<file path="src/rtl/nib_pkg.sv">
package nib_pkg;
  typedef enum logic [2:0] {
    OP_PASS_B = 3'd0,
    OP_ADD    = 3'd1,
    OP_SUB    = 3'd2,
    OP_AND    = 3'd3,
    OP_OR     = 3'd4,
    OP_XOR    = 3'd5,
    OP_NOT_A  = 3'd6,
    OP_PASS_A = 3'd7
  } alu_op_e;

  typedef struct packed {
    logic carry;
    logic equal;
  } flags_t;
endpackage

</file>
<file path="src/rtl/nib_alu.sv">
module nib_alu #(
  parameter int W = 4
) (
  input  logic [W-1:0]     a_i,
  input  logic [W-1:0]     b_i,
  input  nib_pkg::alu_op_e op_i,
  input  logic             cin_i,
  output logic [W-1:0]     res_o,
  output logic             cout_o
);
  localparam int SW = W + 1;

  logic [W-1:0]  b_eff;
  logic [SW-1:0] sum;

  // The subtract path inverts B. Carry-in is whatever the control store gives.
  assign b_eff = (op_i == nib_pkg::OP_SUB) ? ~b_i : b_i;
  assign sum   = {1'b0, a_i} + {1'b0, b_eff} + {{(SW-1){1'b0}}, cin_i};

  always_comb begin
    res_o  = '0;
    cout_o = 1'b0;
    unique case (op_i)
      nib_pkg::OP_PASS_B: res_o = b_i;
      nib_pkg::OP_ADD,
      nib_pkg::OP_SUB: begin
        res_o  = sum[W-1:0];
        cout_o = sum[W];
      end
      nib_pkg::OP_AND:    res_o = a_i & b_i;
      nib_pkg::OP_OR:     res_o = a_i | b_i;
      nib_pkg::OP_XOR:    res_o = a_i ^ b_i;
      nib_pkg::OP_NOT_A:  res_o = ~a_i;
      nib_pkg::OP_PASS_A: res_o = a_i;
      default:            res_o = '0;
    endcase
  end
endmodule

</file>
<file path="src/rtl/nib_acc_reg.sv">
module nib_acc_reg #(
  parameter int W = 4
) (
  input  logic         clk,
  input  logic         rst,
  input  logic         ld_i,
  input  logic [W-1:0] d_i,
  output logic [W-1:0] q_o
);
  always_ff @(posedge clk) begin
    if (rst)       q_o <= '0;
    else if (ld_i) q_o <= d_i;
  end
endmodule

</file>
<file path="src/rtl/nib_flag_reg.sv">
module nib_flag_reg #(
  parameter int W = 4
) (
  input  logic            clk,
  input  logic            rst,
  input  logic            ld_i,
  input  logic [W-1:0]    res_i,
  input  logic            cout_i,
  output nib_pkg::flags_t q_o
);
  nib_pkg::flags_t nxt;

  always_comb begin
    nxt.carry = cout_i;
    nxt.equal = (res_i == '0);
  end

  always_ff @(posedge clk) begin
    if (rst)       q_o <= '0;
    else if (ld_i) q_o <= nxt;
  end
endmodule

</file>
<file path="src/rtl/nib_alu_dp.sv">
module nib_alu_dp #(
  parameter int W = 4
) (
  input  logic         clk,
  input  logic         rst,
  input  logic [2:0]   op_sel,
  input  logic         alu_cin,
  input  logic         acc_ld,
  input  logic         flag_ld,
  input  logic         res_oe,
  input  logic [W-1:0] bus_b,
  output logic [W-1:0] res_bus,
  output logic         res_bus_en,
  output logic [W-1:0] acc_q,
  output logic         carry_q,
  output logic         equal_q
);
  logic [W-1:0]    alu_res;
  logic            alu_cout;
  nib_pkg::flags_t flags;

  nib_alu #(.W(W)) u_alu (
    .a_i    (acc_q),
    .b_i    (bus_b),
    .op_i   (nib_pkg::alu_op_e'(op_sel)),
    .cin_i  (alu_cin),
    .res_o  (alu_res),
    .cout_o (alu_cout)
  );

  nib_acc_reg #(.W(W)) u_acc (
    .clk  (clk),
    .rst  (rst),
    .ld_i (acc_ld),
    .d_i  (alu_res),
    .q_o  (acc_q)
  );

  nib_flag_reg #(.W(W)) u_flg (
    .clk    (clk),
    .rst    (rst),
    .ld_i   (flag_ld),
    .res_i  (alu_res),
    .cout_i (alu_cout),
    .q_o    (flags)
  );

  assign res_bus    = alu_res;
  assign res_bus_en = res_oe;
  assign carry_q    = flags.carry;
  assign equal_q    = flags.equal;
endmodule

</file>
<file path="config.mk">
export PLATFORM = sky130hd
export DESIGN_NAME = nib_alu_dp
export DESIGN_NICKNAME = d
export VERILOG_FILES = /design/src/rtl/nib_pkg.sv /design/src/rtl/nib_alu.sv /design/src/rtl/nib_acc_reg.sv /design/src/rtl/nib_flag_reg.sv /design/src/rtl/nib_alu_dp.sv
export SDC_FILE = /design/constraint.sdc
export NUM_CORES = 1
export LEC_CHECK = 0
export ABC_CLOCK_PERIOD_IN_PS = 2900
export BUFFER_PORTS_ARGS = -buffer_cell sky130_fd_sc_hd__buf_4
export CAP_MARGIN = 20
export CORE_UTILIZATION = 46
export DETAILED_ROUTE_END_ITERATION = 12
export HOLD_SLACK_MARGIN = 0.15
export MAX_ROUTING_LAYER = met4
export PLACE_DENSITY = 0.77
export SYNTH_ARGS = -nofsm -noshare
export SYNTH_HDL_FRONTEND = slang
export SYNTH_HIERARCHICAL = 1
export SYNTH_SLANG_ARGS = --single-unit
export TNS_END_PERCENT = 10
</file>
<file path="constraint.sdc">
create_clock -name clk -period 2.9 [get_ports clk]
set_input_delay 0 -clock clk [delete_from_list [all_inputs] [get_ports clk]]
set_output_delay 0 -clock clk [all_outputs]
set_load 0.03 [all_outputs]
</file>
==> results of run 1 <==
## routing by layer
layer	track usage (%)	vias up	part of all wire [%]
met5	-	-	0
met4	9.697	0	2.4
met3	5.556	11	6.9
met2	35.43	42	52
met1	26.23	390	39
li1	-	405	-
## registers in the layout (all words and copies together), names as in the netlist
name       count
u_acc/q_o      4
u_flg/q_o      2
## worst max path at each step
| stage | endpoint | slack, ns | start | depth (start not counted) |
|---|---|---|---|---|
| 4_1_cts | res_bus[1] | 0.30 | u_acc/q_o[0]$_SDFFE_PP0P_ | 6 |
| 5_1_grt | u_flg/q_o[1]$_SDFFE_PP0P_ | 0.09 | u_acc/q_o[0]$_SDFFE_PP0P_ | 10 |
| 3_3_place_gp | u_flg/q_o[0]$_SDFFE_PP0P_ | 0.38 | u_acc/q_o[0]$_SDFFE_PP0P_ | 7 |
| 2_1_floorplan | u_flg/q_o[0]$_SDFFE_PP0P_ | 0.05 | u_acc/q_o[0]$_SDFFE_PP0P_ | 7 |
| 6_report | u_flg/q_o[1]$_SDFFE_PP0P_ | 0.25 | u_acc/q_o[0]$_SDFFE_PP0P_ | 10 |
| 3_5_place_dp | u_flg/q_o[0]$_SDFFE_PP0P_ | 0.35 | u_acc/q_o[0]$_SDFFE_PP0P_ | 7 |
## layout by cell type (no fill, tap or decap), types with 3 or more instances in the layout
master         synthesis  final
inv_1                 13     13
o21ai_0                6      5
buf_4                  2     22
ha_1                  11     11
a21oi_1                4      4
clkbuf_4               0      3
dfxtp_1                6      6
nor2_1                 9      9
nand2_1                5      5
dlygate4sd3_1          0      5
xnor2_1                4      4
mux2i_1                7      7
## power by group through the flow
stage	Clock, mW	Combinational, mW	Sequential, mW
floorplan	0	0.137	0.111
global placement	0	0.197	0.100
detailed placement	0	0.202	0.101
CTS	0.0868	0.209	0.0992
global route	0.0904	0.229	0.101
finish	0.0832	0.210	0.0991
## cells by family (layout without fill, tap and decap cells)
group           Yosys count  count (layout)  share of synthesized area (%)
fa+ha+maj                14              14                          21.61
buf+inv                  21              43                          12.25
flops                     6               6                          13.83
mux                       9               9                          11.96
compound gates           20              20                          15.28
simple gates             28              28                          18.16
xor+xnor                  6               6                          6.917
## cell type report
type                    instances  area, sq um  area share (%)
clock buffers                   3        22.52           2.079
inverters                      13        48.80           4.503
multi-input cells              77        645.6           59.58
flip-flops and latches          6        120.1           11.09
well taps                      25        31.28           2.887
repair buffers                 27        215.2           19.86
## critical path, delay by kind of cell, from the launching register on
kind            cells  cell delay, ns
simple gates        2            0.25
buf+inv             3            0.74
mux                 1            0.12
fa+ha+maj           2            0.91
compound gates      2            0.17
flops               1            0.42
## per-stage QoR
stage               setup slack [ns]  area (sq um)
global route                 0.08520          1084
finish                        0.2467          1084
global placement              0.3780          1011
CTS                           0.2973          1084
floorplan                    0.04681         872.1
detailed placement            0.3497          1011
==> impl_metrics.toml, run 1 <==
[run_status]
status = "finished clean"

[logic_synthesis]
synth_most_common_cell = "inv_1"
synthTopCellsByCount = "inv_1, ha_1, nor2_1"
ys_ff_latch = 6
synth_nets = 130
yosysUniqueCellTypes = 39
synth_seq_area_share_pct = 13.83
yosysTopAreaCell = "ha_1"
synth_area_leaders = "ha_1, dfxtp_1, mux2i_1"
ys.flop_type = "dfxtp_1"
synth_edf_count = 0
synth_cells = 104
syn_area_sq_um = 868.3
ys_warn_count = 6
synth.avg_cell_area_sq_um = 8.349
async_flop_share_pct = 0
synth_top_area_share_pct = 15.85

[critical_path]
cp.required_ns = 3.10
crit_path_max_fanout = 6
end_kind = "register"
cp_slowest_cell = "dlygate4sd3_1"
r2r_cells = 10
path_class = "register to register"
worst_r2r_endpoint = "u_flg/q_o[1]$_SDFFE_PP0P_"
startpoint_type = "register"
r2r_setup_slack_ns = 0.25
path_cells = "inv_1 -> fa_1 -> fa_1 -> inv_1 -> a21o_1 -> a21oi_1 -> nor3_1 -> mux2i_1 -> nor2_1 -> dlygate4sd3_1"
slowest_delay_ns = 0.55
arrival_ns = 2.85
timing.rr.start = "u_acc/q_o[0]$_SDFFE_PP0P_"

[worst_hold_path]
whs_path_depth = 4
min_from = "op_sel[0]"
hold_end = "u_acc/q_o[1]$_SDFFE_PP0P_"
hp-class = "primary input to register"

[clock_network]
post_cts_buffers = 0
hold_buffers = 5
cts_sinks = 6
cts_htree_levels = 1
clockBufferDepth = 2
clockRootBuffer = "clkbuf_4"
clk-insertion-delay-late_ns = 0.25
post_cts_resized = 0
cts_tree = "built"
cts.clk_slew.worst_paths_ns = 0.05
cts_buffers = 3

[sta]
worst_slew_pin_slew_ns = 0.3314
setup_viol = 0
finalHoldWorstSlack_ns = 0.2976
max-slew-margin-rel_pct = 77.80
final_max_slew_viol_count = 0
fin_crit_sh_pct = 91.49
fmax_mhz = 376.9
rsz0062_at_grt = "false"
fin_skew_ns = 0.002709
finalHoldViolCount = 0
setup-tns-final_ns = 0
post-route-min-period_ns = 2.653

[global_route]
grt_pass1_vias = 707
grt_pass1_wl_mm = 3.153
antenna_found_initial = 0
grt_max_degree = 21
grtUsageTotal_pct = 22.21
grt-ovfl-total = 0

[route]
drt-initial-drc-count = 27
route.detailed.drc = 0
dr.pass1.iters = 4
drt-total-wl_mm = 2.005
post_drt_wl_per_cell_um = 13.28
vias_per_cell = 5.616
vias = 848
final_antenna_net_count = 0

[floorplanning]
rows = 15
initial_core_util_pct = 49.75
fp.dieW_um = 45.45
pin_count = 24
core_area_sq_um = 1745
fp.dieH_um = 45.45
dieArea_sq_um = 2065

[placed_design]
gp_congestion = 0.8518
io_buffers = 21
hpwl_mm = 1.488
place_inst = 143

[flow_run]
max_cap_violations = 0

[final_layout]
fillers = 152
stdcell_count = 151
antenna_cells = 0
drive_gt1_share_pct = 24.60
fin_util_pct = 62.08
area_growth_pct = 24.78
fin_nets = 154

[pwr]
power-per-cell-area_nw_per_um2 = 362.5
vdd_drop_max_mv = 0.1832
seqPwrFrac_pct = 25.2
power.switching_mw = 0.1641
total_power_mw = 0.3928
p_int_mw = 0.2286
p_leak_nw = 0.5178
clkPwrFrac_pct = 21.2
comb_power_share_pct = 53.6
p_sw_share_pct = 41.79
Note: power is estimated with default switching activity, not from simulation.
==> run 2: changes to the inputs <==
- CORE_UTILIZATION: 46 -> 45
- PLACE_DENSITY: 0.77 -> 0.75
==> run 2 against run 1 <==
Net effect:
- final area shrank 0.92%
- final cell count shrank 0.66%
- clock power shrank 4.9%
- critical endpoint is now res_bus[1]
==> impl_metrics.toml, run 2 (same netlist as run 1, synthesis figures left out) <==
[run_status]
status = "finished clean"

[final_layout]
drive_gt1_share_pct = 24.80
area_growth_pct = 23.63
layout_commonest_cell = "buf_4"
layout_common_cells = "buf_4, inv_1, ha_1"
fin_nets = 153
largest_reg_flops = 4
fin_area_sq_um = 1074
antenna_cells = 0
reg_top3 = "u_acc/q_o: 4 flops, u_flg/q_o: 2 flops"
fin_util_pct = 60.85
regMostFlops = "u_acc/q_o"

[route]
drt-initial-drc-count = 16
post_drt_wl_per_cell_um = 12.53
final_antenna_net_count = 0
dr.pass1.iters = 4
vias = 821
vias_per_cell = 5.473
drt-total-wl_mm = 1.879
route.detailed.drc = 0

[floorplanning]
rows = 15
initial_core_util_pct = 49.22
pin_count = 24
fp.dieH_um = 45.93
dieArea_sq_um = 2109
core_area_sq_um = 1764
fp.dieW_um = 45.93

[pwr]
comb_power_share_pct = 53.9
p_sw_share_pct = 41.11
clkPwrFrac_pct = 20.4
p_int_mw = 0.2279
p_leak_nw = 0.5109
power-per-cell-area_nw_per_um2 = 360.5
vdd_drop_max_mv = 0.2244
seqPwrFrac_pct = 25.6
total_power_mw = 0.3870
power.switching_mw = 0.1591

[sta]
layout_setup_ws_ns = 0.2947
finalHoldViolCount = 0
max-slew-margin-rel_pct = 79.56
fin_skew_ns = 0.0003909
setup_viol = 0
worst_slew_pin_slew_ns = 0.3056
setup-tns-final_ns = 0
fmax_mhz = 383.8
rsz0062_at_grt = "false"
fin_crit_sh_pct = 89.84
post-route-min-period_ns = 2.605
final_max_slew_viol_count = 0

[clock_network]
cts.clk_slew.worst_paths_ns = 0.05
clk-insertion-delay-late_ns = 0.24
clockBufferDepth = 2
cts_tree = "built"
cts_htree_levels = 1
cts_sinks = 6
post_cts_buffers = 0
clockRootBuffer = "clkbuf_4"
cts_buffers = 3

[global_route]
antenna_found_initial = 0
grt-ovfl-total = 0
grt_pass1_wl_mm = 3.249
grtUsageTotal_pct = 21.43
grt_max_degree = 21
grt_pass1_vias = 731

[critical_path]
path_cells = "inv_1 -> fa_1 -> fa_1 -> mux4_2 -> o21ai_2 -> buf_4"
path_class = "register to primary output"
crit_path_max_fanout = 6
arrival_ns = 2.61
slowest_delay_ns = 0.47
cp.required_ns = 2.90
startpoint_type = "register"
critPathMostFrequentCell = "fa_1"
cp_slowest_cell = "fa_1"
end_kind = "primary output"

[placed_design]
placed_area_sq_um = 1011
hpwl_mm = 1.432
dp_slack_ns = 0.3436
io_buffers = 21
gp_congestion = 0.8626

[flow_run]
max_cap_violations = 0

[worst_hold_path]
hp-class = "primary input to register"
run 2: critical path, delay by kind of cell, from the launching register on:
| kind | cells | cell delay (ns) |
|---|---|---|
| buf+inv | 2 | 0.31 |
| flops | 1 | 0.41 |
| mux | 1 | 0.47 |
| fa+ha+maj | 2 | 0.93 |
| compound gates | 1 | 0.22 |
run 2: layer usage:
layer | GRT usage, % | part of all wire (%)
met5 | - | 0
met4 | 7.059 | 2.5
met3 | 4.762 | 5.1
met2 | 32.68 | 46
met1 | 27.73 | 47
run 2: path summary, 6_finish.rpt:
check | cells after the start | from | end | slack [ns]
worst max-delay path | 6 | u_acc/q_o[0]$_SDFFE_PP0P_ | res_bus[1] | 0.29
worst min-delay path | 4 | op_sel[2] | u_flg/q_o[1]$_SDFFE_PP0P_ | 0.31
worst max register to register | 7 | u_acc/q_o[0]$_SDFFE_PP0P_ | u_flg/q_o[0]$_SDFFE_PP0P_ | 0.34
worst min register to register | 2 | u_flg/q_o[1]$_SDFFE_PP0P_ | u_flg/q_o[1]$_SDFFE_PP0P_ | 0.52
run 2: repair_timing:
action | CTS | global route
resized for setup | 0 | 0
endpoints found under the setup margin | 0 | 0
hold buffers | 4 | 0
hold endpoints to repair | 7 | 0
run 2: power by group through the flow:
stage,logic [mW],clock network [mW],registers [mW]
floorplan,0.137,0,0.111
global placement,0.197,0,0.100
detailed placement,0.202,0,0.101
CTS,0.208,0.0836,0.0991
global route,0.230,0.0861,0.101
finish,0.209,0.0791,0.0992
run 2: area by class of cell:
cell class	instances	area [sq um]
Clock buffer	3	22.52
Fill cell	162	690.7
Inverter	13	48.80
Multi-Input combinational cell	77	645.6
Sequential cell	6	120.1
Tap cell	25	31.28
Timing Repair Buffer	26	205.2
run 2: stage by stage:
stage               hold slack [ns]  cells
finish                       0.3068    150
global route                 0.3557    150
CTS                          0.2998    150
detailed placement        0.0002225    143
global placement          0.0002225    143
floorplan                   0.07238    104
==> run 3: changes to the inputs <==
--- a/config.mk
+++ b/config.mk
@@ -7,5 +7,6 @@
 export LEC_CHECK = 0
+export ABC_AREA = 1
 export ABC_CLOCK_PERIOD_IN_PS = 2900
 export BUFFER_PORTS_ARGS = -buffer_cell sky130_fd_sc_hd__buf_4
-export CAP_MARGIN = 20
+export CAP_MARGIN = 30
 export CORE_UTILIZATION = 45
--- a/constraint.sdc
+++ b/constraint.sdc
@@ -3,2 +3,2 @@
 set_output_delay 0 -clock clk [all_outputs]
-set_load 0.03 [all_outputs]
+set_load 0.1 [all_outputs]
==> run 3 against run 2 <==
Net effect:
- maximum frequency fell by 4.1%
- clock power fell by 7.2%
- critical path depth rose by 7
- critical path type is now primary input to register
- hold slack got worse by 0.069 ns
- sequential power barely moved
- largest cell class unchanged
- area after synthesis rose by 1.9%
==> impl_metrics.toml, run 3 <==
[sta]
rsz0062_at_grt = "false"
setup-tns-final_ns = 0
setup_viol = 0
worst_slew_pin_slew_ns = 0.9653
fin_skew_ns = 0.002423
post-route-min-period_ns = 2.715
max-slew-margin-rel_pct = 35.44
fin_crit_sh_pct = 93.64
final_max_slew_viol_count = 0
finalHoldViolCount = 0
fmax_mhz = 368.3
layout_setup_ws_ns = 0.1845

[logic_synthesis]
async_flop_share_pct = 0
synth-compound-area-share_pct = 8.911
syn_area_sq_um = 884.6
synth_area_leaders = "ha_1, dfxtp_1, nand2_1"
yosys.area_share.simple_pct = 36.63
synth_xor_area_share_pct = 5.799
synthMuxAreaShare_pct = 0
synth_nets = 164
yosysTopAreaCell = "ha_1"
synth_cells = 138
synthTopCellsByCount = "nand2_1, inv_1, nor2_1"
synth.avg_cell_area_sq_um = 6.410
synth_top_family_by_area = "simple AND/OR/NAND/NOR gates"
synth_edf_count = 0
synth_top_area_share_pct = 15.56
ys_warn_count = 6
ys.flop_type = "dfxtp_1"
ys_ff_latch = 6
yosysUniqueCellTypes = 26
synth_most_common_cell = "nand2_1"
synth_seq_area_share_pct = 13.58
synth_fa_ha_area_share_pct = 20.08

[route]
vias_per_cell = 4.841
final_antenna_net_count = 0
route.detailed.drc = 0
post_drt_wl_per_cell_um = 11.37
drt-total-wl_mm = 2.149
vias = 915
dr.pass1.iters = 4
drt-initial-drc-count = 20

[pwr]
vdd_drop_max_mv = 0.3888
power-per-cell-area_nw_per_um2 = 430.4
p_leak_nw = 0.6249

[global_route]
grt_max_degree = 12
antenna_found_initial = 0
grt-ovfl-total = 0
grt_pass1_vias = 866
grtUsageTotal_pct = 22.94
grt_pass1_wl_mm = 3.436

[critical_path]
startpoint_type = "primary input"
path_delay_family = "buffers and inverters"
slowest_delay_ns = 0.56
cp.required_ns = 3.08
timing.critical_path.buf_inv = 3
crit_path_max_fanout = 11
arrival_ns = 2.89
path_class = "primary input to register"
end_kind = "register"
worstSetupStartpoint = "op_sel[2]"
timing.rr.start = "u_acc/q_o[0]$_SDFFE_PP0P_"
path_cells = "buf_4 -> inv_1 -> nand3_2 -> xor2_1 -> fa_1 -> fa_1 -> xnor2_1 -> a21boi_1 -> nand3_4 -> nor2_1 -> nand2_1 -> a21oi_1 -> dlygate4sd3_1"
cp_slowest_cell = "dlygate4sd3_1"
critPathMostFrequentCell = "fa_1"

[clock_network]
clockBufferDepth = 2
cts_buffers = 3
cts_tree = "built"
cts_sinks = 6
cts.clk_slew.worst_paths_ns = 0.04
clk-insertion-delay-late_ns = 0.24
cts_htree_levels = 1
clockRootBuffer = "clkbuf_4"
post_cts_buffers = 0

[floorplanning]
core_area_sq_um = 1783
fp.dieH_um = 46.34
pin_count = 24
fp.dieW_um = 46.34
dieArea_sq_um = 2147
rows = 15
initial_core_util_pct = 49.61

[final_layout]
fillers = 158
reg_top3 = "u_acc/q_o: 4 flops, u_flg/q_o: 2 flops"
regMostFlops = "u_acc/q_o"
stdcell_count = 189
largest_reg_flops = 4
fin_area_sq_um = 1155
area_growth_pct = 30.55
layout_common_cells = "nand2_1, inv_1, buf_4"
fin_nets = 192
layout_commonest_cell = "nand2_1"
antenna_cells = 0
drive_gt1_share_pct = 25.61

[worst_hold_path]
min_from = "bus_b[3]"
hp-class = "primary input to register"

[placed_design]
hpwl_mm = 1.760
gp_congestion = 0.7900
dp_slack_ns = 0.5000
io_buffers = 21
placed_area_sq_um = 1082
place_inst = 181

[run_status]
status = "finished clean"

[flow_run]
max_cap_violations = 0
## run 3: changes by cell type after synthesis, sizes merged, moves of 3 or more
cell,delta
buf,-4
inv,+16
mux2i,-7
nand2,+25
nand3,+10
nand4,+7
nor2,+11
xnor2,-4
xor2,+3
## run 3: worst reg2reg max path, delay by kind of cell, from the launching register on
family | cells | cell delay (ns)
flip-flops | 1 | 0.37
AO/OA/AOI/OAI | 2 | 0.35
AND/OR/NAND/NOR | 3 | 0.26
adder cells (fa/ha/maj) | 2 | 0.88
buffers and inverters | 2 | 0.66
XOR/XNOR | 1 | 0.14
## run 3: final cells by class
type / instances / area, sq um / share of cell area (%)
multi-input cells: 100 / 661.9 / 57.31
flip-flops and latches: 6 / 122.6 / 10.62
well taps: 25 / 31.28 / 2.709
clock buffers: 3 / 22.52 / 1.950
inverters: 29 / 108.9 / 9.426
repair buffers: 26 / 207.7 / 17.98
## run 3: stage by stage
stage | utilization (%) | power [mW] | hold WS (ns)
floorplan | - | 0.3527 | 0.09004
global placement | 60.70 | 0.4087 | 0.001176
detailed placement | 60.70 | 0.4135 | 0.001176
CTS | 64.77 | 0.5005 | 0.2391
global route | 64.77 | 0.5334 | 0.2912
finish | 64.77 | 0.4971 | 0.2374
## run 3: layer usage
metal	track usage, %	vias up	share of wire (%)
met5	-	-	0
met4	11.76	0	1.7
met3	1.961	4	3.5
met2	39.44	26	50
met1	26.00	401	44
li1	-	484	-
## run 3: worst paths after layout
path | to | slack, ns | cells past startpoint
min | u_acc/q_o[3]$_SDFFE_PP0P_ | 0.24 | 7
max | u_flg/q_o[0]$_SDFFE_PP0P_ | 0.18 | 13
min reg2reg | u_acc/q_o[0]$_SDFFE_PP0P_ | 0.51 | 2
max reg2reg | u_flg/q_o[0]$_SDFFE_PP0P_ | 0.19 | 10
## run 3: cell families after synthesis
kind of cell	after synthesis
XOR/XNOR	5
adder cells (fa/ha/maj)	13
flip-flops	6
AND/OR/NAND/NOR	68
buffers and inverters	32
AO/OA/AOI/OAI	14
## run 3: power breakdown
group / internal, mW / switching [mW] / leakage [nW]
combinational: 0.0884 / 0.234 / 0.561
clock: 0.0466 / 0.0268 / 0.0138
sequential: 0.0906 / 0.0110 / 0.0503
## run 3: repair_timing
item | in CTS | in global routing
hold buffers | 5 | 0
resized for setup | 0 | 0
hold endpoints to repair | 7 | 0
